$ cat src/rtl/iackr_pkg.sv
package iackr_pkg;
  typedef enum logic [1:0] {
    ST_IDLE = 2'd0,
    ST_WAIT = 2'd1,
    ST_ACK  = 2'd2
  } resp_state_e;
endpackage

$ cat src/rtl/iackr_decode.sv
module iackr_decode #(
  parameter int SZ_W = 2,
  parameter int TT_W = 2,
  parameter logic [SZ_W-1:0] IACK_SIZE = 2'b01,
  parameter logic [TT_W-1:0] IACK_TT   = 2'b11
) (
  input  logic            ts_n,
  input  logic            rd,
  input  logic [SZ_W-1:0] size,
  input  logic [TT_W-1:0] ttype,
  output logic            hit
);
  always_comb begin
    hit = !ts_n && rd && (size == IACK_SIZE) && (ttype == IACK_TT);
  end
endmodule

$ cat src/rtl/iackr_wait_timer.sv
module iackr_wait_timer #(
  parameter int WAIT_W = 4
) (
  input  logic              clk,
  input  logic              rst,
  input  logic              load,
  input  logic              dec,
  input  logic [WAIT_W-1:0] init,
  output logic              last
);
  logic [WAIT_W-1:0] cnt_q;

  always_ff @(posedge clk) begin
    if (rst) begin
      cnt_q <= '0;
    end else if (load) begin
      cnt_q <= init;
    end else if (dec && cnt_q != '0) begin
      cnt_q <= cnt_q - WAIT_W'(1);
    end
  end

  always_comb begin
    last = (cnt_q == WAIT_W'(1));
  end
endmodule

$ cat src/rtl/iackr_vec_drive.sv
module iackr_vec_drive #(
  parameter int DATA_W = 32,
  parameter int VEC_W  = 8,
  parameter logic [VEC_W-1:0] SPUR_VEC = 8'h18
) (
  input  logic              clk,
  input  logic              rst,
  input  logic              fire,
  input  logic              vec_valid,
  input  logic [VEC_W-1:0]  vec_in,
  output logic [DATA_W-1:0] rdata,
  output logic              ien_n,
  output logic              ack_n
);
  localparam int LOW_W = DATA_W - VEC_W;

  logic [VEC_W-1:0] pick;

  always_comb begin
    pick = vec_valid ? vec_in : SPUR_VEC;
  end

  always_ff @(posedge clk) begin
    if (rst) begin
      rdata <= '0;
      ien_n <= 1'b1;
      ack_n <= 1'b1;
    end else if (fire) begin
      rdata <= {pick, {LOW_W{1'b0}}};
      ien_n <= 1'b0;
      ack_n <= 1'b0;
    end else begin
      rdata <= '0;
      ien_n <= 1'b1;
      ack_n <= 1'b1;
    end
  end
endmodule

$ cat src/rtl/irq_vec_responder.sv
module irq_vec_responder
  import iackr_pkg::*;
#(
  parameter int DATA_W = 32,
  parameter int VEC_W  = 8,
  parameter int WAIT_W = 4,
  parameter int SZ_W   = 2,
  parameter int TT_W   = 2,
  parameter logic [SZ_W-1:0]  IACK_SIZE = 2'b01,
  parameter logic [TT_W-1:0]  IACK_TT   = 2'b11,
  parameter logic [VEC_W-1:0] SPUR_VEC  = 8'h18
) (
  input  logic              clk,
  input  logic              rst,
  input  logic              ts_n,
  input  logic              rd,
  input  logic [SZ_W-1:0]   size,
  input  logic [TT_W-1:0]   ttype,
  input  logic [WAIT_W-1:0] wait_cfg,
  input  logic              vec_valid,
  input  logic [VEC_W-1:0]  vec_in,
  output logic [DATA_W-1:0] rdata,
  output logic              ien_n,
  output logic              ack_n
);
  resp_state_e state_q, state_d;
  logic start_hit;
  logic busy;
  logic tmr_load, tmr_dec, tmr_last;
  logic fire;

  iackr_decode #(
    .SZ_W(SZ_W), .TT_W(TT_W), .IACK_SIZE(IACK_SIZE), .IACK_TT(IACK_TT)
  ) u_decode (
    .ts_n(ts_n), .rd(rd), .size(size), .ttype(ttype), .hit(start_hit)
  );

  iackr_wait_timer #(.WAIT_W(WAIT_W)) u_timer (
    .clk(clk), .rst(rst), .load(tmr_load), .dec(tmr_dec),
    .init(wait_cfg), .last(tmr_last)
  );

  iackr_vec_drive #(
    .DATA_W(DATA_W), .VEC_W(VEC_W), .SPUR_VEC(SPUR_VEC)
  ) u_drive (
    .clk(clk), .rst(rst), .fire(fire), .vec_valid(vec_valid),
    .vec_in(vec_in), .rdata(rdata), .ien_n(ien_n), .ack_n(ack_n)
  );

  always_comb begin
    state_d  = state_q;
    tmr_load = 1'b0;
    tmr_dec  = 1'b0;
    fire     = 1'b0;
    unique case (state_q)
      ST_IDLE: begin
        if (start_hit) begin
          if (wait_cfg == '0) begin
            fire    = 1'b1;
            state_d = ST_ACK;
          end else begin
            tmr_load = 1'b1;
            state_d  = ST_WAIT;
          end
        end
      end
      ST_WAIT: begin
        tmr_dec = 1'b1;
        if (tmr_last) begin
          fire    = 1'b1;
          state_d = ST_ACK;
        end
      end
      ST_ACK: begin
        state_d = ST_IDLE;
      end
      default: state_d = ST_IDLE;
    endcase
  end

  always_ff @(posedge clk) begin
    if (rst) state_q <= ST_IDLE;
    else     state_q <= state_d;
  end

  always_comb begin
    busy = (state_q != ST_IDLE);
  end
endmodule

$ cat config.mk
export PLATFORM = sky130hd
export DESIGN_NAME = irq_vec_responder
export DESIGN_NICKNAME = d
export VERILOG_FILES = /design/src/rtl/iackr_pkg.sv /design/src/rtl/iackr_decode.sv /design/src/rtl/iackr_wait_timer.sv /design/src/rtl/iackr_vec_drive.sv /design/src/rtl/irq_vec_responder.sv
export SDC_FILE = /design/constraint.sdc
export NUM_CORES = 1
export LEC_CHECK = 0
export ABC_AREA = 0
export BUFFER_PORTS_ARGS = -buffer_cell sky130_fd_sc_hd__buf_4
export CAP_MARGIN = 10
export CORE_AREA = 4 4 51 53
export DETAILED_ROUTE_END_ITERATION = 10
export DIE_AREA = 0 0 55 57
export MAX_ROUTING_LAYER = met4
export PLACE_DENSITY = 0.74
export SLEW_MARGIN = 15
export SYNTH_ARGS = -nofsm -noshare
export SYNTH_HDL_FRONTEND = slang
export SYNTH_SLANG_ARGS = --single-unit
$ cat constraint.sdc
create_clock -name clk -period 2 [get_ports clk]
set_clock_uncertainty 0.15 [all_clocks]
set_input_delay 0.5 -clock clk [delete_from_list [all_inputs] [get_ports clk]]
set_output_delay 0.5 -clock clk [all_outputs]
set_load 0.05 [all_outputs]
# [Yosys cells after proc, flatten, opt, wreduce, memory -nomap -nowiden]
# Index checks and enable logic that the tools add are counted.
# Widths: inputs -> output; s select.
[totals] word_cells=43 ff_bits=39 in_bits=21 output_inout_bits=34
[op_classes] reduce_logical=12 n_bitwise=2 mux=16 add_sub_neg=1 eq_ne=6
[ops] op="$mux 1" n=8
[ops] op="$mux 4" n=2
[ops] op="$mux 2" n=3
[ops] op="$mux 5" n=1
[ops] op="$eq 2x1->1 const B" n=2
[ops] op="$eq 4x1->1 const B" n=1
[ops] op="$logic_and 1x1->1" n=4
[ops] op="$logic_not 4->1" n=1
[ops] op="$ne 2x2->1 const B" n=2
[ops] op="$pmux 2 s2" n=1
[ops] op="$reduce_bool 4->1" n=1
[ops] op="$sub 4x1->4 const B" n=1
[ops] op="$reduce_or 3->1" n=1
[ops] op="$eq 2x2->1 const B" n=1
[ops] op="$logic_not 2->1" n=1
[ops] op="$not 1->1" n=2
[ops] op="$pmux 1 s2" n=1
[ops] op="$reduce_and 2->1" n=1
[ops] op="$reduce_bool 2->1" n=1
[ops] op="$reduce_or 2->1" n=1
[ops] op="$logic_not 1->1" n=1

# [Longest topological paths before layout]
[logic_depth] depth_word=8 depth_mapped=6 ltp_nobuf=6

# [By module]
# A second synthesis with hierarchy kept.
[hier_totals] hier_cells=95 hier_area_um2=878.3
[modules_own_cells] module="iackr_vec_drive" cells_per_inst=47 seq_area_each_um2=180.2 n_inst=1 area_each_um2=446.7
[modules_own_cells] module="iackr_wait_timer" cells_per_inst=33 seq_area_each_um2=80.1 n_inst=1 area_each_um2=286.5
[modules_own_cells] module="irq_vec_responder" cells_per_inst=13 seq_area_each_um2=40.0 n_inst=1 area_each_um2=123.9
[modules_own_cells] module="iackr_decode" cells_per_inst=2 seq_area_each_um2=0.0 n_inst=1 area_each_um2=21.3

# [Worst setup path before layout]
# No wires, ideal clock.
[synth_timing] path_kind="input to register" startpoint="input port wait_cfg[0]" endpoint="register u_drive.rdata[28]" setup_slack_ps=187 n_path_buf=0 required_ps=1780 arrival_time_ps=1594 cell_stages=4 setup_ps=70 path_cell_list="or4_4 nand3b_4 a211o_2 a21oi_1"
[synth_via] elab_chain_cells=6
[synth_rtl] element="start: declaration" line="irq_vec_responder.sv:19" text="input logic [WAIT_W-1:0] wait_cfg,"
[synth_rtl] element="$logic_not 4->1" line="irq_vec_responder.sv:58" text="if (wait_cfg == '0) begin"
[synth_rtl] element="$mux 1" line="irq_vec_responder.sv:58"
[synth_rtl] element="$mux 1" line="irq_vec_responder.sv:57" text="if (start_hit) begin"
[synth_rtl] element="$pmux 1 s2" line="irq_vec_responder.sv:55" text="unique case (state_q)"
[synth_rtl] element="$not 1->1 (no line)"
[synth_rtl] element="$reduce_or 2->1 (no line)"
[synth_rtl] element="end signal: assignment" line="iackr_vec_drive.sv:29" text="rdata <= {pick, {LOW_W{1'b0}}};"
[synth_rtl] element="end: declaration" line="iackr_vec_drive.sv:11" text="output logic [DATA_W-1:0] rdata,"
# Every way passes these cells.
# A chain may end at the register's enable or synchronous reset.

# [Final worst setup path]
[layout_timing] startpoint="register u_timer.cnt_q[0]" endpoint="register u_timer.cnt_q[2]"
[layout_via] elab_chain_cells=3 elab_cells_between_ends=6 cone_classes="1 x add/sub; 2 x mux; 3 x reduce/logical"
[layout_rtl] element="start: declaration" line="iackr_wait_timer.sv:11" text="logic [WAIT_W-1:0] cnt_q;"
[layout_rtl] element="start signal: assignment" line="iackr_wait_timer.sv:17" text="cnt_q <= init;"
[layout_rtl] element="start signal: assignment" line="iackr_wait_timer.sv:19" text="cnt_q <= cnt_q - WAIT_W'(1);"
[layout_rtl] element="$sub 4x1->4 / $reduce_bool 4->1 (equally long branches)" line="iackr_wait_timer.sv:19, iackr_wait_timer.sv:18"
[layout_rtl] element="$mux 4 / $logic_and 1x1->1 (equally long branches)" line="iackr_wait_timer.sv:18" text="end else if (dec && cnt_q != '0) begin"
[layout_rtl] element="$mux 4 / $reduce_bool 2->1 (equally long branches)"
# Parallel ways exist; a longest one is shown, timed or not. The select of a mux whose other input is x is not followed.

==> metrics.txt <==
Max-Cap Viols=0; CP Class=reg -> reg; drt wl/cell=~10 um; PD cells=596 nW/um2; Final Wtd Congestion=1.01; outcome=complete, no violations; initial antenna violation count=0; Net Sw Frac=0.341; DRC Markers=0; Logic pwr share=0.237; ANT nets after route=0; total die area=3140 um2; IO buf count=30; Initial Utilization=0.385; first-pass GRT wire length=2220 um; synth top area cells=dfxtp_1, buf_4, and2_1, a21oi_1, and4bb_2; startpoint class of the critical path=register; CTS tree=yes; fillers=216; post-synth top area share=0.363; area leader, netlist=dfxtp_1; f_max=536 MHz; minimum clock period=around 1.9 ns; Adder-Cell Fraction of Synth Area=0.0303; Critical Path Sink Type=register; Sw Pwr=209 uW; Clock Power Share=0.274; Post-Route WL=roughly 1600 um; reg2reg end=u_timer.cnt_q[2]$_SDFFE_PP0P_; non-filler cells, final=154; setup violators final=0; worst-case clock buffer depth=2; post-synthesis cell area=between 800 and 900 um2; Critical path origin=u_timer.cnt_q[0]$_SDFFE_PP0P_; Seq/Total Area, Yosys=0.363; register share of total power=0.490; VDD IR-drop max=419 uV; Die X=between 50 and 60 um; all-layer global routing usage=0.0950; # nets final=150; max incr delay on CP=0.47 ns; clk_lat worst skew=0.27 ns; Final period util=0.933; Die Y=57 um; Post-Synth XOR/XNOR Area=0; Final Max Slew Viols=0; Syn Area/Cell=about 8.9 um2; CORE AREA=2150 um2; critical path required time=2.06 ns; Root Driver=clkbuf_4; Hold Crit Class=in -> reg; reg-to-reg startpoint=u_timer.cnt_q[0]$_SDFFE_PP0P_; arrival time worst endpoint=between 1.5 and 2 ns; routed via count=648; most frequent cells in the layout=buf_4, conb_1, dfxtp_1; std cell rows=17; complex-gate fraction of the synthesized area=0.116; Ports=55; hold endpoint=u_drive.rdata[28]$_SDFF_PP0_; fraction of layout cells with a size suffix above 1=0.333; Min-Delay Path Depth=2; Critical Path Slowest Stage Cell=or3b_2; R2R Setup Slk=between 0.1 and 0.15 ns; RSZ-0062 raised after global routing=false; Worst Reg-to-Reg Cells=6; critical-path cell list=inv_1, ha_1, or3b_2, a32oi_2, o21ai_0, a31oi_1; hold path start=vec_valid; simple-gate share of the synthesized area=0.231; largest net degree at the start of global routing=10; Hold WS=0.255 ns; Initial DRC Count=17; final hold violations=0; Mapped Cells=93; CTS clk-pin slew, worst paths=0.09 ns; post-CTS setup repair buffer count=0; vias in the first global route=512; DP Wirelength=roughly 1300 um; CTS Buf Count=3; # diodes=0; clock sinks=15; CP bufs+invs=1; synthesized flop and latch total=15; leakage=0.000507 uW; Total Power=613 uW; Vias/cell=4.21; CP delay by family, top=compound AO/OA/AOI/OAI gates; H-tree depth=1; Worst Path Max Fanout=5; router iterations before antenna repair=4; Ys Warns=0; placed cell count=150; unique cell type count in the Yosys netlist=25; Pint=between 400 and 500 uW; Area growth syn-to-layout=24.4%; commonest non-fill, non-tap cell in the layout=buf_4; post-layout util=0.479; grt ovf=0; mux contribution to synthesized area=0; setup total negative slack=0 ns; main combinational cell family by area after synthesis=buffers and inverters
[per-stage QoR]
stage / worst slack, ns / cell area [um2]
floorplan: 0.187 / 913
global route: 0.0528 / 1030
detailed placement: 0.00680 / 993
CTS: 0.129 / 1020
global placement: 0.0338 / 993
finish: 0.135 / 1030
[Yosys cell counts]
library cell  instances
a31oi_1               1
a32oi_1               2
nand3b_4              1
and4bb_2              2
dfxtp_1              15
and2_1                7
buf_4                25
nand2_1               4
and2b_1               1
conb_1                1
o21ai_0               2
nor3_1                1
inv_1                 6
nor2_1                6
nand3b_1              1
or3b_2                1
a22oi_1               1
a222oi_1              1
nand2b_1              1
nand3_1               2
a211o_2               1
nand4b_1              1
ha_1                  2
or4_4                 1
a21oi_1               7
[registers in the layout, indices dropped and copies added, names as in the netlist]
register	flops
state_q	2
u_drive.ien_n	1
u_drive.rdata	8
u_timer.cnt_q	4
[worst register-to-register path: stages (launching register included)]
cell and delay [ns]:
dfxtp_1 0.36, inv_1 0.10, ha_1 0.22, or3b_2 0.47, a32oi_2 0.22, o21ai_0 0.13, a31oi_1 0.16
[power by group through the flow]
stage | clock network, uW | registers [uW] | logic, uW
4_1_cts | 177 | 300 | 143
6_report | 168 | 300 | 145
2_1_floorplan | 0 | 307 | 146
3_5_place_dp | 0 | 307 | 143
5_1_grt | 193 | 301 | 151
3_3_place_gp | 0 | 307 | 143
[cells by family (layout without fill, tap and decap cells)]
kind of cell | Yosys count | in the layout
compound gates | 15 | 15
fa+ha+maj | 2 | 2
buf+inv | 31 | 41
flops | 15 | 15
other cells | 1 | 24
simple gates | 29 | 29
[layer usage]
layer / track usage / vias to the layer above / wire [um]
met5: - / - / 0
met4: 0.0208 / 0 / 14
met3: 0.0261 / 2 / 172
met2: 0.154 / 36 / 828
met1: 0.116 / 280 / 542
li1: - / 330 / -
[layout make-up]
type | count | area [um2] | share of cell area
clock buffers | 3 | 22.5 | 0.0219
inverters | 6 | 22.5 | 0.0219
flip-flops and latches | 15 | 300 | 0.292
repair buffers | 31 | 233 | 0.226
well taps | 28 | 35.0 | 0.0341
clock inverters | 1 | 5.00 | 0.00487
multi-input cells | 70 | 410 | 0.399
[worst max-delay path by stage]
stage / end / slack [ns] / cells after the start
2_1_floorplan: u_drive.rdata[28]$_SDFF_PP0_ / 0.19 / 4
3_3_place_gp: u_drive.rdata[27]$_SDFF_PP0_ / 0.03 / 5
3_5_place_dp: u_drive.rdata[27]$_SDFF_PP0_ / 0.007 / 5
4_1_cts: u_timer.cnt_q[2]$_SDFFE_PP0P_ / 0.13 / 6
5_1_grt: u_timer.cnt_q[2]$_SDFFE_PP0P_ / 0.05 / 6
6_report: u_timer.cnt_q[2]$_SDFFE_PP0P_ / 0.13 / 6
[repair_timing]
| action | in CTS | in global routing |
|---|---|---|
| resized for setup | 0 | 1 |
| endpoints found under the setup margin | 0 | 1 |
| hold endpoints to repair | 0 | 0 |
| hold buffers | 0 | 0 |
Note: power is estimated with default switching activity, not from simulation.
